[config.mk]
export PLATFORM = sky130hd
export DESIGN_NAME = mirrorParkSeq
export DESIGN_NICKNAME = d
export VERILOG_FILES = /design/src/rtl/parkSeqPkg.sv /design/src/rtl/parkSeqTimer.sv /design/src/rtl/parkSeqCtrl.sv /design/src/rtl/mirrorParkSeq.sv
export SDC_FILE = /design/constraint.sdc
export NUM_CORES = 1
export LEC_CHECK = 0
export ABC_AREA = 0
export BUFFER_PORTS_ARGS = -buffer_cell sky130_fd_sc_hd__buf_2
export CORE_MARGIN = 2
export CORE_UTILIZATION = 50
export CTS_BUF_LIST = sky130_fd_sc_hd__clkbuf_16
export DETAILED_ROUTE_END_ITERATION = 16
export PLACE_DENSITY = 0.68
export SYNTH_ARGS = -nofsm -noshare
export SYNTH_HDL_FRONTEND = slang
export SYNTH_SLANG_ARGS = --single-unit
[constraint.sdc]
create_clock -name clk -period 5.3 [get_ports clk]
set_input_delay 0.265 -clock clk [delete_from_list [all_inputs] [get_ports clk]]
set_output_delay 0.265 -clock clk [all_outputs]
set_load 0.05 [all_outputs]
[src/rtl/parkSeqPkg.sv]
package parkSeqPkg;

  typedef enum logic [3:0] {
    ST_IDLE,
    ST_PD_PARK,
    ST_PWR_WAIT,
    ST_DONE,
    ST_ERR,
    ST_RS_PARK,
    ST_RS_RESET,
    ST_RS_RELEASE,
    ST_PF_HOLD
  } seqState_e;

  typedef struct packed {
    logic loadPark;
    logic loadReset;
    logic loadTimeout;
  } timerCmd_t;

  function automatic longint unsigned ceilCycles(longint unsigned hz, longint unsigned us);
    return (hz * us + 64'd999_999) / 64'd1_000_000;
  endfunction

endpackage

[src/rtl/parkSeqTimer.sv]
module parkSeqTimer #(
  parameter int unsigned PARK_CYC    = 25000,
  parameter int unsigned RESET_CYC   = 2500000,
  parameter int unsigned TIMEOUT_CYC = 10000,
  parameter int unsigned SYNC_STAGES = 2
) (
  input  logic                  clk,
  input  logic                  rstN,
  input  parkSeqPkg::timerCmd_t cmd,
  input  logic                  powerFail,
  input  logic                  ctrlPwrEn,
  output logic                  expired,
  output logic                  pfSync,
  output logic                  pwrEnSync
);
  localparam int unsigned MAX_AB = (PARK_CYC > RESET_CYC) ? PARK_CYC : RESET_CYC;
  localparam int unsigned MAX_C  = (MAX_AB > TIMEOUT_CYC) ? MAX_AB : TIMEOUT_CYC;
  localparam int unsigned CW     = $clog2(MAX_C + 1);

  logic [CW-1:0] cnt;

  // shared down counter; a load places N-1 so the phase lasts N cycles
  always_ff @(posedge clk or negedge rstN) begin
    if (!rstN) begin
      cnt <= '0;
    end else if (cmd.loadPark) begin
      cnt <= CW'(PARK_CYC - 1);
    end else if (cmd.loadReset) begin
      cnt <= CW'(RESET_CYC - 1);
    end else if (cmd.loadTimeout) begin
      cnt <= CW'(TIMEOUT_CYC - 1);
    end else if (cnt != '0) begin
      cnt <= cnt - 1'b1;
    end
  end

  assign expired = (cnt == '0);

  // synchronizer chains for the two asynchronous inputs
  logic [SYNC_STAGES-1:0] pfChain;
  logic [SYNC_STAGES-1:0] peChain;

  generate
    genvar s;
    for (s = 0; s < SYNC_STAGES; s++) begin : gSync
      if (s == 0) begin : gFirst
        always_ff @(posedge clk or negedge rstN) begin
          if (!rstN) begin
            pfChain[0] <= 1'b0;
            peChain[0] <= 1'b1;
          end else begin
            pfChain[0] <= powerFail;
            peChain[0] <= ctrlPwrEn;
          end
        end
      end else begin : gNext
        always_ff @(posedge clk or negedge rstN) begin
          if (!rstN) begin
            pfChain[s] <= 1'b0;
            peChain[s] <= 1'b1;
          end else begin
            pfChain[s] <= pfChain[s-1];
            peChain[s] <= peChain[s-1];
          end
        end
      end
    end
  endgenerate

  assign pfSync    = pfChain[SYNC_STAGES-1];
  assign pwrEnSync = peChain[SYNC_STAGES-1];
endmodule

[src/rtl/parkSeqCtrl.sv]
module parkSeqCtrl (
  input  logic                  clk,
  input  logic                  rstN,
  input  logic                  reqPowerDown,
  input  logic                  reqRestart,
  input  logic                  expired,
  input  logic                  pfSync,
  input  logic                  pwrEnSync,
  output parkSeqPkg::timerCmd_t cmd,
  output logic                  parkN,
  output logic                  ctrlRstN,
  output logic                  pwrGood,
  output logic                  holdUp,
  output logic                  safeToRemove,
  output logic                  busy,
  output logic                  errFlag
);
  import parkSeqPkg::*;

  seqState_e state, stateNext;
  logic      pfLatched;
  logic      pfTrig;
  logic      terminal;

  assign terminal = (state == ST_DONE) || (state == ST_ERR);
  assign pfTrig   = pfSync && !pfLatched && !terminal;

  always_comb begin
    cmd       = '0;
    stateNext = state;
    if (pfTrig) begin
      stateNext    = ST_PF_HOLD;
      cmd.loadPark = 1'b1;
    end else begin
      unique case (state)
        ST_IDLE: begin
          if (reqPowerDown) begin
            stateNext    = ST_PD_PARK;
            cmd.loadPark = 1'b1;
          end else if (reqRestart) begin
            stateNext    = ST_RS_PARK;
            cmd.loadPark = 1'b1;
          end
        end
        ST_PD_PARK, ST_PF_HOLD: begin
          if (expired) begin
            stateNext       = ST_PWR_WAIT;
            cmd.loadTimeout = 1'b1;
          end
        end
        ST_PWR_WAIT: begin
          if (!pwrEnSync)   stateNext = ST_DONE;
          else if (expired) stateNext = ST_ERR;
        end
        ST_RS_PARK: begin
          if (expired) begin
            stateNext     = ST_RS_RESET;
            cmd.loadReset = 1'b1;
          end
        end
        ST_RS_RESET: begin
          if (expired) stateNext = ST_RS_RELEASE;
        end
        ST_RS_RELEASE: stateNext = ST_IDLE;
        ST_DONE, ST_ERR: stateNext = state;
        default: stateNext = ST_IDLE;
      endcase
    end
  end

  // state and registered pin outputs, all decoded from the next state
  always_ff @(posedge clk or negedge rstN) begin
    if (!rstN) begin
      state        <= ST_IDLE;
      pfLatched    <= 1'b0;
      parkN        <= 1'b1;
      ctrlRstN     <= 1'b1;
      pwrGood      <= 1'b1;
      holdUp       <= 1'b0;
      safeToRemove <= 1'b0;
      busy         <= 1'b0;
      errFlag      <= 1'b0;
    end else begin
      state        <= stateNext;
      pfLatched    <= pfLatched | pfSync;
      pwrGood      <= !(pfLatched | pfSync);
      parkN        <= (stateNext == ST_IDLE);
      ctrlRstN     <= (stateNext != ST_RS_RESET);
      holdUp       <= (stateNext == ST_PF_HOLD);
      safeToRemove <= (stateNext == ST_DONE) && !errFlag;
      busy         <= !((stateNext == ST_IDLE) || (stateNext == ST_DONE) ||
                        (stateNext == ST_ERR));
      errFlag      <= errFlag | (stateNext == ST_ERR);
    end
  end
endmodule

[src/rtl/mirrorParkSeq.sv]
module mirrorParkSeq #(
  parameter int unsigned CLK_HZ          = 50_000_000,
  parameter int unsigned PARK_US         = 500,
  parameter int unsigned RESET_US        = 50_000,
  parameter int unsigned PWR_TIMEOUT_CYC = 10_000,
  parameter int unsigned SYNC_STAGES     = 2
) (
  input  logic clk,
  input  logic rstN,
  input  logic reqPowerDown,
  input  logic reqRestart,
  input  logic powerFail,
  input  logic ctrlPwrEn,
  output logic parkN,
  output logic ctrlRstN,
  output logic pwrGood,
  output logic holdUp,
  output logic safeToRemove,
  output logic busy,
  output logic errFlag
);
  import parkSeqPkg::*;

  localparam int unsigned PARK_CYC  = int'(ceilCycles(64'(CLK_HZ), 64'(PARK_US)));
  localparam int unsigned RESET_CYC = int'(ceilCycles(64'(CLK_HZ), 64'(RESET_US)));

  timerCmd_t cmd;
  logic      expired;
  logic      pfSync;
  logic      pwrEnSync;

  parkSeqTimer #(
    .PARK_CYC   (PARK_CYC),
    .RESET_CYC  (RESET_CYC),
    .TIMEOUT_CYC(PWR_TIMEOUT_CYC),
    .SYNC_STAGES(SYNC_STAGES)
  ) i_timer (
    .clk      (clk),
    .rstN     (rstN),
    .cmd      (cmd),
    .powerFail(powerFail),
    .ctrlPwrEn(ctrlPwrEn),
    .expired  (expired),
    .pfSync   (pfSync),
    .pwrEnSync(pwrEnSync)
  );

  parkSeqCtrl i_ctrl (
    .clk         (clk),
    .rstN        (rstN),
    .reqPowerDown(reqPowerDown),
    .reqRestart  (reqRestart),
    .expired     (expired),
    .pfSync      (pfSync),
    .pwrEnSync   (pwrEnSync),
    .cmd         (cmd),
    .parkN       (parkN),
    .ctrlRstN    (ctrlRstN),
    .pwrGood     (pwrGood),
    .holdUp      (holdUp),
    .safeToRemove(safeToRemove),
    .busy        (busy),
    .errFlag     (errFlag)
  );
endmodule

# After elaboration in Yosys (flattened, before gate mapping)
# Index checks and enable logic that the tools add are counted.
dict set report word_totals {
  register_bits 38
  word_cells 67
  output_inout_bits 7
  input_bits 6
}
dict set report op_classes {
  bitwise 2
  n_mux 21
  reduce_logical 18
  addsub 1
  n_eq_ne 11
}
# operator n
set ops {}
lappend ops {{$mux 22} 4}
lappend ops {{$mux 4} 8}
lappend ops {{$pmux 4 s6} 1}
lappend ops {{$logic_not 22->1} 1}
lappend ops {{$reduce_bool 22->1} 1}
lappend ops {{$sub 22x1->22 const B} 1}
lappend ops {{$eq 4x3->1 const B} 4}
lappend ops {{$eq 4x2->1 const B} 3}
lappend ops {{$eq 4x4->1 const B} 2}
lappend ops {{$logic_not 4->1} 2}
lappend ops {{$mux 1} 7}
lappend ops {{$logic_not 1->1} 5}
lappend ops {{$eq 4x1->1 const B} 1}
lappend ops {{$ne 4x3->1 const B} 1}
lappend ops {{$reduce_bool 4->1} 1}
lappend ops {{$reduce_or 2->1} 2}
lappend ops {{$logic_and 1x1->1} 3}
lappend ops {{$logic_or 1x1->1} 3}
lappend ops {{$mux 2} 1}
lappend ops {{$or 1x1->1} 2}

# Logic depth before layout (Yosys ltp)
# Gate-level depths: netlist of run 1.
dict set report logic_depth {
  ltp_word 9
  depth_mapped 10
}

# Cells and area by module
# Synthesis of run 1 repeated with hierarchy kept, for this count alone.
dict set report unflattened {
  hier_cells 205
  hier_area_um2 2127.0
}
# mod n_inst seq_area_each_um2 cells_per_inst area_per_inst_um2
set modules_own_cells {}
lappend modules_own_cells {parkSeqTimer 1 653.1 139 1425.1}
lappend modules_own_cells {parkSeqCtrl 1 304.0 66 701.9}

# Worst setup path before layout of run 1
# Ideal clock, no wire load.
dict set report synth_timing {
  path_kind {reg-to-reg}
  startpoint {register i_timer.cnt[0]}
  endpoint {register i_ctrl.busy}
  t_arrival_ns 1.959
  path_buffers 0
  setup_ns 0.124
  path_stages_with_launch 8
  path_slack_ns 3.217
  cell_sequence {dfrtp_1 > inv_1 > ha_1 > nor3b_2 > nand3_1 > nor3_4 > o21ai_2 > o31a_1}
}
dict set report synth_via {
  elab_chain_len 9
  word_cells_on_any_way 14
  cone_classes {eq/ne (2); mux (7); reduce/logical (5)}
}
# element line
set synth_rtl {}
lappend synth_rtl {{from (decl)} parkSeqTimer.sv:20} ;# logic [CW-1:0] cnt;
lappend synth_rtl {{from (signal assigned)} parkSeqTimer.sv:27} ;# cnt <= CW'(PARK_CYC - 1);
lappend synth_rtl {{from (signal assigned)} parkSeqTimer.sv:29} ;# cnt <= CW'(RESET_CYC - 1);
lappend synth_rtl {{from (signal assigned)} parkSeqTimer.sv:31} ;# cnt <= CW'(TIMEOUT_CYC - 1);
lappend synth_rtl {{$logic_not 22->1 (*)} parkSeqTimer.sv:37} ;# assign expired = (cnt == '0);
lappend synth_rtl {{$mux 4} parkSeqCtrl.sv:53} ;# else if (expired) stateNext = ST_ERR;
lappend synth_rtl {{$mux 4} parkSeqCtrl.sv:52} ;# if (!pwrEnSync) stateNext = ST_DONE;
lappend synth_rtl {{$pmux 4 s6 (*)} parkSeqCtrl.sv:35} ;# unique case (state)
lappend synth_rtl {{$mux 4 (*)} parkSeqCtrl.sv:31} ;# if (pfTrig) begin
lappend synth_rtl {{net i_ctrl.stateNext[3]} parkSeqCtrl.sv:20} ;# seqState_e state, stateNext;
lappend synth_rtl {{$eq 4x2->1 / $logic_not 4->1 (equally long branches)} parkSeqCtrl.sv:91} ;# busy <= !((stateNext == ST_IDLE) || (stateNext == ST_DONE) ||
lappend synth_rtl {{$logic_or 1x1->1} parkSeqCtrl.sv:91}
lappend synth_rtl {{$logic_or 1x1->1 (*)} parkSeqCtrl.sv:91}
lappend synth_rtl {{$logic_not 1->1 (*)} parkSeqCtrl.sv:91}
lappend synth_rtl {{to (signal assigned)} parkSeqCtrl.sv:91}
lappend synth_rtl {{to (decl)} parkSeqCtrl.sv:15} ;# output logic busy,
# Mark *: on every way through the listed nets, which the timed path passes. The rest lies on a longest branch.
# A chain may end at the register's enable or synchronous reset.

# Worst setup path after layout of run 1
dict set report layout_timing {
  startpoint {register i_timer.cnt[0]}
  endpoint {register i_timer.cnt[3]}
}
dict set report layout_via {
  elab_chain_len 7
  word_cells_on_any_way 12
  cone_classes {add/sub (1); mux (8); reduce/logical (3)}
}
# element
set layout_rtl {}
lappend layout_rtl {{parallel branches: the longest is 7 deep, another holds $sub 22x1->22}}
# Several ways; the timed one is not identified. The select of a mux whose other input is x is not followed.

==> impl_metrics.py, run 1 <==
metrics = {
    "critical_path": {
        "critical-path-slowest-cell": "nor4_1",
        "worst-endpoint-required_ns": 5.47,
        "critPathLaunch": "i_timer.cnt[0]$_DFFE_PN0P_",
        "critical_path.top_delay_family": "simple AND/OR/NAND/NOR gates",
        "worstPathArrival_ns": 2.84,
        "setup_cp_type": "register to register",
        "cp_cell_sequence": "inv_1 -> ha_1 -> nor3b_2 -> nand3_1 -> nor4_1 -> nor4_1 -> xnor2_1 -> a21oi_1",
        "crit_fanout": 7,
        "crit_path_capture_type": "register",
        "worst_path_largest_cell_delay_ns": 0.82,
        "timing.critical_path.mode_cell": "nor4_1",
        "critical_path_buf_inv_count": 1,
        "timing.critical_path.from_type": "register",
        "timing.rr.start": "i_timer.cnt[0]$_DFFE_PN0P_",
    },
    "sta": {
        "max_freq_mhz": 374,
        "time_the_worst_path_needs_with_i_o_delays_and_setup_ns": 2.67,
        "setup_total_negative_slack_ns": 0,
        "timing_worst_slew_pin_value_ns": 0.829,
        "final-max-slew-violation-count": 0,
        "min_period_over_period_pct": 50.4,
        "fin_skew_ns": 0.00436,
        "hold_ws_ns": 0.0794,
        "number_of_hold_violations_in_the_final_report": 0,
        "setup_viol": 0,
        "worst_slew_margin_rel_pct": 44.2,
        "rsz0062_at_grt": "false",
        "timing.final.ws_setup_ns": 2.63,
    },
    "cts": {
        "postCtsSetupRepairBufs": 0,
        "post_cts.resized_instances": 0,
        "worst_skew_pair_latency_ns": 0.28,
        "ctsHtreeMaxLevel": 2,
        "tritoncts_num_sinks": 38,
        "clk_buf_depth": 2,
        "ctsRootBufferMaster": "clkbuf_16",
        "cts.reportedPaths.clkPinSlew_ns": 0.06,
        "cts_tree": "done",
        "numCtsBuffers": 5,
        "cts_hold_buffers": 0,
    },
    "power_and_ir_drop": {
        "pwr-share-seq_pct": 40.1,
        "power.share.clock_pct": 39.9,
        "total_switching_power_mw": 0.290,
        "p_total_mw": 0.976,
        "power.static_leakage_nw": 0.969,
        "gate_power_share_pct": 20.0,
        "intPower_mw": 0.686,
        "power_density_cells_nw_per_um2": 412,
        "irDropWorstVdd_mv": 0.223,
        "switching_share_pct": 29.7,
    },
    "logic_synthesis": {
        "avgSynthCellArea_um2": 9.48,
        "synthFlopType": "dfrtp_1",
        "synth_area_leaders": "dfrtp_1 40%, dfstp_2 6.4%, nor2_1 4.9%",
        "synth.top_cell.area_share_pct": 40.0,
        "post-synth-top-area-cell": "dfrtp_1",
        "synth.yosys.seq_area_share_pct": 46.3,
        "synth_common_cells": "33 x dfrtp_1, 27 x nor2_1, 18 x nand2_1",
        "netlist-cell-type-count": 49,
        "yosys_warnings": 0,
        "synthArstFlopShare_pct": 100,
        "total_standard_cell_area_after_synthesis_um2": 2070,
        "synth_seq_cells": 38,
        "synthesis.nets": 225,
        "synth_edf_count": 0,
        "count_leader_synth": "dfrtp_1",
        "post_synth_inst_count": 218,
    },
    "floorplanning": {
        "core_um2": 4000,
        "start_util_pct": 51.6,
        "floorplan.die.height_um": 68.3,
        "design.die.area_um2": 4660,
        "floorplan.die.width_um": 68.3,
        "rows": 23,
        "ioPinCount": 13,
    },
    "cells_and_area": {
        "final_nets": 239,
        "reg_top3": "i_timer.cnt x22, i_ctrl.state x4",
        "layout-area-overhead-vs-synth_pct": 14.5,
        "antenna_cells_inserted": 0,
        "final-instance-count-excl-fill": 283,
        "multiInputGateArea_um2": 1050,
        "layout-drive-gt1-share_pct": 16.7,
        "regArea_um2": 957,
        "top_register": "i_timer.cnt",
        "fillCellCount": 352,
        "number_of_flip_flops_in_the_largest_register": 22,
    },
    "route": {
        "routedWlPerCell_um": 15.7,
        "detail_route.vias_per_cell": 6.00,
        "detail-route-antenna-nets": 0,
        "drt_wl_total_um": 4450,
        "detail_route.first_pass.iterations": 5,
        "number_of_remaining_drc_errors": 0,
        "route.vias.total": 1698,
        "first_iter_violations": 109,
    },
    "status": {
        "outcome": "complete, no violations",
    },
    "global_route": {
        "wire_length_of_the_first_global_routing_pass_um": 7210,
        "grt_pass1_vias": 1470,
        "overflow": 0,
        "grt_antenna_before_repair": 0,
        "grt_start_max_net_pins": 39,
        "track_usage_pct": 21.8,
    },
    "placement": {
        "dp.cells": 275,
        "post_placement_worst_setup_slack_ns": 2.74,
        "io_buffers": 12,
        "hpwl_um": 3170,
        "place.gp.congestion": 0.896,
    },
    "job": {
        "total_of_max_cap_violations": 0,
    },
    "worst_hold_path": {
        "hold_path_class": "input port to asynchronous set/reset pin",
    },
}
[kinds of logic after synthesis]
family	after synthesis	share of synthesized area, %
adder cells (fa/ha/maj)	1	0.606
XOR/XNOR	18	7.63
AO/OA/AOI/OAI	43	13.6
flip-flops	38	46.3
buffers and inverters	14	2.60
AND/OR/NAND/NOR	104	29.2
[power groups by stage]
| stage | clock network, mW | logic [mW] | registers (mW) |
|---|---|---|---|
| after floorplan | 0 | 0.154 | 0.384 |
| after global placement | 0 | 0.190 | 0.394 |
| after detailed placement | 0 | 0.193 | 0.394 |
| after CTS | 0.394 | 0.195 | 0.390 |
| after global routing | 0.407 | 0.223 | 0.399 |
| final | 0.389 | 0.195 | 0.392 |
[cell type report]
cell class                      instances  area share, %
Multi-Input combinational cell        166           44.6
Sequential cell                        38           40.5
Inverter                                8           1.27
Tap cell                               50           2.64
Clock inverter                          3           2.91
Clock buffer                            5           5.29
Timing Repair Buffer                   13           2.86
[final timing paths]
| check | slack, ns | cells past startpoint | end |
|---|---|---|---|
| setup / recovery | 2.63 | 8 | i_timer.cnt[3]$_DFFE_PN0P_ |
| hold / removal | 0.08 | 1 | i_timer.cnt[12]$_DFFE_PN0P_ |
| setup reg to reg | 2.63 | 8 | i_timer.cnt[3]$_DFFE_PN0P_ |
| hold reg to reg | 0.35 | 0 | i_timer.pfSync$_DFF_PN0_ |
| max in group asynchronous | 4.70 | 1 | i_ctrl.busy$_DFF_PN0_ |
| min in group clk | 0.08 | 1 | i_timer.peChain[0]$_DFF_PN1_ |
[layer usage]
| metal | share of wire [%] | wire length (um) | up-vias | GRT usage, % |
|---|---|---|---|---|
| li1 | - | - | 808 | - |
| met1 | 47 | 2090 | 810 | 32.5 |
| met2 | 44 | 1940 | 71 | 30.0 |
| met3 | 7.4 | 330 | 9 | 5.10 |
| met4 | 2.1 | 93 | 0 | 9.75 |
| met5 | 0 | 0 | - | 0 |
[cell usage in the layout (no fill, tap or decap), types with 2 or more instances in the layout]
| cell | count |
|---|---|
| dfrtp_1 | 33 |
| nor2_1 | 27 |
| nand2_1 | 18 |
| o21ai_0 | 12 |
| buf_2 | 12 |
| xnor2_1 | 11 |
| nand3_1 | 10 |
| nor4_1 | 9 |
| a21oi_1 | 9 |
| inv_1 | 8 |
| nor3_1 | 7 |
| xor2_1 | 7 |
| clkbuf_16 | 5 |
| dfstp_2 | 5 |
| or4_4 | 4 |
| nand4_1 | 3 |
| nand2b_1 | 3 |
| o31ai_1 | 3 |
| o31a_1 | 3 |
| o21ai_1 | 3 |
| or3_1 | 3 |
| nor2b_1 | 2 |
| nor3_4 | 2 |
| or3b_1 | 2 |
| o21a_1 | 2 |
| a211o_1 | 2 |
| nand4b_1 | 2 |
| a31oi_1 | 2 |
| bufinv_16 | 2 |
[through the flow]
| step | util [%] | cell area (um^2) |
|---|---|---|
| after global placement | 54.3 | 2170 |
| final | 59.1 | 2370 |
| after global routing | 59.1 | 2370 |
| after detailed placement | 54.3 | 2170 |
| after CTS | 59.1 | 2370 |
| after floorplan | - | 2070 |
No activity file was read; power rests on OpenSTA's default activity.
==> run 2: changes to the inputs <==
- PLACE_DENSITY: 0.68 -> 0.7
- clock period: 5.3 -> 2.3 ns (I/O delays scaled with it)
==> impl_metrics.py, run 2 (same netlist as run 1, synthesis figures left out) <==
metrics = {
    "global_route": {
        "overflow": 0,
        "wire_length_of_the_first_global_routing_pass_um": 7780,
        "grt_pass1_vias": 1608,
        "track_usage_pct": 23.1,
        "grt_start_max_net_pins": 39,
        "grt_antenna_before_repair": 0,
    },
    "cts": {
        "cts_tree": "done",
        "clk_buf_depth": 2,
        "numCtsBuffers": 5,
        "ctsRootBufferMaster": "clkbuf_16",
        "worst_skew_pair_latency_ns": 0.28,
        "tritoncts_num_sinks": 38,
        "postCtsSetupRepairBufs": 0,
        "ctsHtreeMaxLevel": 2,
        "cts.reportedPaths.clkPinSlew_ns": 0.06,
    },
    "power_and_ir_drop": {
        "total_switching_power_mw": 0.668,
        "gate_power_share_pct": 24.6,
        "intPower_mw": 1.38,
        "pwr-share-seq_pct": 44.1,
        "irDropWorstVdd_mv": 0.513,
        "power.static_leakage_nw": 1.04,
        "power_density_cells_nw_per_um2": 829,
        "switching_share_pct": 32.6,
        "power.share.clock_pct": 31.3,
    },
    "route": {
        "detail_route.first_pass.iterations": 4,
        "detail-route-antenna-nets": 0,
        "routedWlPerCell_um": 15.0,
        "detail_route.vias_per_cell": 5.55,
        "number_of_remaining_drc_errors": 0,
        "first_iter_violations": 78,
        "drt_wl_total_um": 4530,
        "route.vias.total": 1672,
    },
    "worst_hold_path": {
        "min_delay_worst_endpoint": "i_timer.pwrEnSync$_DFF_PN1_",
        "hold_path_start": "i_timer.peChain[0]$_DFF_PN1_",
        "hold_path_class": "register to register",
        "whs_path_depth": 0,
    },
    "critical_path": {
        "setup_cp_type": "register to register",
        "r2r-end": "i_timer.cnt[21]$_DFFE_PN0P_",
        "cp_cell_sequence": "or4_4 -> or4_4 -> and4bb_1 -> xor2_1 -> nand2_1 -> a21oi_1",
        "critical_path.top_delay_family": "simple AND/OR/NAND/NOR gates",
        "ff2ff_path_depth": 6,
        "critical-path-slowest-cell": "or4_4",
        "worst-endpoint-required_ns": 2.51,
        "worstPathArrival_ns": 2.44,
        "timing.rr.start": "i_timer.cnt[2]$_DFFE_PN0P_",
        "timing.critical_path.mode_cell": "or4_4",
        "regToRegSetupSlack_ns": 0.08,
        "worst_path_largest_cell_delay_ns": 0.59,
        "crit_fanout": 4,
        "crit_path_capture_type": "register",
        "timing.critical_path.from_type": "register",
        "critical_path_buf_inv_count": 0,
    },
    "sta": {
        "timing_worst_slew_pin_value_ns": 0.831,
        "setup_viol": 0,
        "rsz0062_at_grt": "true",
        "time_the_worst_path_needs_with_i_o_delays_and_setup_ns": 2.22,
        "number_of_hold_violations_in_the_final_report": 0,
        "fin_skew_ns": 0.00445,
        "timing.final.ws_setup_ns": 0.0751,
        "worst_slew_margin_rel_pct": 44.6,
        "min_period_over_period_pct": 96.7,
        "hold_ws_ns": 0.355,
        "max_freq_mhz": 449,
        "setup_total_negative_slack_ns": 0,
        "final-max-slew-violation-count": 0,
    },
    "cells_and_area": {
        "layout.cells.most_common_list": "33 x dfrtp_1, 27 x nor2_1, 18 x nand2_1",
        "final_design_area_no_fill_um2": 2470,
        "top_register": "i_timer.cnt",
        "final_nets": 257,
        "layout-area-overhead-vs-synth_pct": 19.5,
        "number_of_flip_flops_in_the_largest_register": 22,
        "reg_top3": "i_timer.cnt x22, i_ctrl.state x4",
        "antenna_cells_inserted": 0,
        "fillCellCount": 357,
        "layout-drive-gt1-share_pct": 21.5,
        "final_common_cell": "dfrtp_1",
        "final-instance-count-excl-fill": 301,
    },
    "placement": {
        "place.gp.congestion": 0.850,
        "place_area_um2": 2280,
        "io_buffers": 12,
        "dp.cells": 290,
        "hpwl_um": 3330,
        "post_placement_worst_setup_slack_ns": 0.0449,
    },
    "floorplanning": {
        "core_um2": 4000,
        "start_util_pct": 51.6,
        "floorplan.die.height_um": 68.3,
        "ioPinCount": 13,
        "floorplan.die.width_um": 68.3,
        "rows": 23,
        "design.die.area_um2": 4660,
    },
    "job": {
        "total_of_max_cap_violations": 0,
    },
    "status": {
        "outcome": "complete, no violations",
    },
}
[run 2: power groups by stage]
stage                     Sequential [mW]  Clock [mW]  Combinational, mW
after floorplan                     0.885           0              0.355
after global placement              0.904           0              0.485
after detailed placement            0.903           0              0.490
after CTS                           0.895       0.650              0.499
after global routing                0.916       0.676              0.561
final                               0.902       0.641              0.503
[run 2: routing by layer]
layer	up-vias	global-route usage (%)	wire [um]	part of all wire, %
met5	-	0	0	0
met4	0	8.75	72	1.6
met3	8	5.76	176	3.9
met2	24	34.3	2040	45
met1	795	32.6	2240	49
li1	845	-	-	-
[run 2: what timing repair did]
item                                   4_1_cts  5_1_grt
hold buffers                                 3        0
setup endpoints to repair                    0        5
resized for setup                            0        3
endpoints found under the hold margin       35        0
[run 2: through the flow]
| stage | utilization, % | total power, mW |
|---|---|---|
| after floorplan | - | 1.24 |
| after detailed placement | 57.1 | 1.39 |
| final | 61.7 | 2.05 |
| after global routing | 61.7 | 2.15 |
| after global placement | 57.1 | 1.39 |
| after CTS | 61.3 | 2.04 |
[run 2: final cells by class]
| type | count | area [um^2] | area share [%] |
|---|---|---|---|
| multi-input cells | 166 | 1070 | 43.4 |
| flip-flops and latches | 38 | 957 | 38.8 |
| repair buffers | 31 | 210 | 8.51 |
| clock buffers | 5 | 125 | 5.07 |
| well taps | 50 | 62.6 | 2.53 |
| inverters | 8 | 30.0 | 1.22 |
| clock inverters | 3 | 12.5 | 0.507 |
[run 2: worst max-delay path by stage]
stage	startpoint	to	slack (ns)	cells after the start
3_3_place_gp	i_timer.cnt[17]$_DFFE_PN0P_	i_ctrl.busy$_DFF_PN0_	0.08	6
4_1_cts	i_timer.cnt[17]$_DFFE_PN0P_	i_ctrl.busy$_DFF_PN0_	0.05	6
3_5_place_dp	i_timer.cnt[17]$_DFFE_PN0P_	i_ctrl.busy$_DFF_PN0_	0.04	6
2_1_floorplan	i_timer.cnt[0]$_DFFE_PN0P_	i_ctrl.busy$_DFF_PN0_	0.22	7
5_1_grt	i_timer.cnt[10]$_DFFE_PN0P_	i_timer.cnt[12]$_DFFE_PN0P_	-0.03	7
6_report	i_timer.cnt[2]$_DFFE_PN0P_	i_timer.cnt[21]$_DFFE_PN0P_	0.08	6
==> run 3: changes to the inputs <==
- SETUP_SLACK_MARGIN: unset -> 0.2
==> impl_metrics.py, run 3 (same netlist as run 1, synthesis figures left out) <==
metrics = {
    "status": {
        "outcome": "complete, no violations",
    },
    "sta": {
        "setup_total_negative_slack_ns": 0,
        "fin_skew_ns": 0.00463,
        "worst_slew_margin_rel_pct": 44.8,
        "rsz0062_at_grt": "true",
        "final-max-slew-violation-count": 0,
        "max_freq_mhz": 472,
        "timing_worst_slew_pin_value_ns": 0.827,
        "number_of_hold_violations_in_the_final_report": 0,
        "setup_viol": 0,
        "time_the_worst_path_needs_with_i_o_delays_and_setup_ns": 2.12,
        "min_period_over_period_pct": 92.1,
    },
    "route": {
        "drt_wl_total_um": 5080,
        "routedWlPerCell_um": 16.3,
        "detail_route.vias_per_cell": 5.78,
        "route.vias.total": 1797,
        "detail-route-antenna-nets": 0,
        "first_iter_violations": 110,
        "number_of_remaining_drc_errors": 0,
        "detail_route.first_pass.iterations": 4,
    },
    "cells_and_area": {
        "final_design_area_no_fill_um2": 2650,
        "top_register": "i_timer.cnt",
        "multiInputGateArea_um2": 1160,
        "reg_top3": "i_timer.cnt x22, i_ctrl.state x4",
        "fillCellCount": 320,
        "layout-area-overhead-vs-synth_pct": 28.0,
        "number_of_flip_flops_in_the_largest_register": 22,
        "regArea_um2": 961,
        "final_common_cell": "dfrtp_1",
        "layout-drive-gt1-share_pct": 30.3,
        "final_nets": 267,
        "layout.cells.most_common_list": "30 x dfrtp_1, 26 x nor2_1, 25 x buf_4",
        "antenna_cells_inserted": 0,
    },
    "floorplanning": {
        "start_util_pct": 51.6,
        "ioPinCount": 13,
        "floorplan.die.height_um": 68.3,
        "rows": 23,
        "design.die.area_um2": 4660,
        "core_um2": 4000,
        "floorplan.die.width_um": 68.3,
    },
    "critical_path": {
        "crit_path_capture_type": "register",
        "timing.critical_path.from_type": "register",
        "regToRegSetupSlack_ns": 0.18,
        "worstPathArrival_ns": 2.33,
        "worst-endpoint-required_ns": 2.51,
        "crit_fanout": 4,
        "setup_cp_type": "register to register",
    },
    "cts": {
        "worst_skew_pair_latency_ns": 0.28,
        "tritoncts_num_sinks": 38,
        "cts_tree": "done",
        "cts.reportedPaths.clkPinSlew_ns": 0.06,
        "numCtsBuffers": 5,
        "ctsRootBufferMaster": "clkbuf_16",
        "ctsHtreeMaxLevel": 2,
        "clk_buf_depth": 2,
    },
    "placement": {
        "hpwl_um": 3330,
        "io_buffers": 12,
        "place.gp.congestion": 0.850,
        "place_area_um2": 2280,
    },
    "worst_hold_path": {
        "hold_path_class": "register to register",
    },
    "global_route": {
        "track_usage_pct": 23.7,
        "grt_pass1_vias": 1627,
        "grt_start_max_net_pins": 39,
        "wire_length_of_the_first_global_routing_pass_um": 7960,
        "overflow": 0,
        "grt_antenna_before_repair": 0,
    },
    "power_and_ir_drop": {
        "irDropWorstVdd_mv": 0.531,
        "pwr-share-seq_pct": 41.2,
        "power_density_cells_nw_per_um2": 833,
        "power.share.clock_pct": 29.1,
        "gate_power_share_pct": 29.7,
        "switching_share_pct": 34.0,
        "power.static_leakage_nw": 1.10,
        "total_switching_power_mw": 0.750,
        "intPower_mw": 1.45,
    },
    "job": {
        "total_of_max_cap_violations": 0,
    },
}
==> run 3: changes by cell type in the layout (fill, tap and decap cells not counted), sizes merged <==
cell  previous run  this run
buf             28        38
==> run 3: critical path: stages (launching register included) <==
cell and delay, ns:
dfrtp_1 0.41, or4_4 0.50, or4_4 0.47, and4bb_1 0.29, xor2_1 0.16, nand2_1 0.07, a21oi_1 0.14
==> run 3: final timing paths <==
kind / from / endpoint / depth (start not counted)
setup / recovery: i_timer.cnt[1]$_DFFE_PN0P_ / i_timer.cnt[21]$_DFFE_PN0P_ / 6
hold / removal: i_timer.peChain[0]$_DFF_PN1_ / i_timer.pwrEnSync$_DFF_PN1_ / 0
setup reg to reg: i_timer.cnt[1]$_DFFE_PN0P_ / i_timer.cnt[21]$_DFFE_PN0P_ / 6
hold reg to reg: i_timer.peChain[0]$_DFF_PN1_ / i_timer.pwrEnSync$_DFF_PN1_ / 0
max in group asynchronous: rstN / i_timer.cnt[11]$_DFFE_PN0P_ / 2
min in group asynchronous: rstN / i_timer.cnt[13]$_DFFE_PN0P_ / 2
==> run 3: layer usage <==
layer | track usage [%] | share of wire, % | vias to the layer above
li1 | - | - | 864
met1 | 33.7 | 46 | 863
met2 | 34.7 | 47 | 57
met3 | 5.76 | 4.7 | 13
met4 | 9.00 | 2.1 | 0
met5 | 0 | 0 | -
==> run 3: through the flow <==
step | setup slack, ns | instances | utilization [%] | hold slack [ns] | power, mW
final | 0.182 | 311 | 66.1 | 0.355 | 2.20
after global routing | 0.0787 | 311 | 66.1 | 0.362 | 2.31
after CTS | 0.164 | 305 | 62.8 | 0.356 | 2.09
after detailed placement | 0.0449 | 290 | 57.1 | 0.222 | 1.39
after global placement | 0.0784 | 290 | 57.1 | 0.220 | 1.39
after floorplan | 0.217 | 218 | - | -0.181 | 1.24
==> run 3: timing repair <==
item,CTS,global route
endpoints found under the setup margin,10,23
hold endpoints to repair,35,0
gates resized for setup,6,22
hold buffers,3,0
pin swaps,4,4
setup buffers,4,6
==> run 3: layout make-up <==
cell class,instances,share of cell area (%)
multi-input cells,166,44.0
flip-flops and latches,38,36.3
repair buffers,41,10.9
clock buffers,5,4.73
well taps,50,2.37
inverters,8,1.14
clock inverters,3,0.473
==> run 3: power by group through the flow <==
stage | registers, mW | clock network (mW) | logic [mW]
finish | 0.908 | 0.642 | 0.654
global route | 0.918 | 0.676 | 0.715
CTS | 0.882 | 0.650 | 0.553
detailed placement | 0.903 | 0 | 0.490
global placement | 0.904 | 0 | 0.485
floorplan | 0.885 | 0 | 0.355
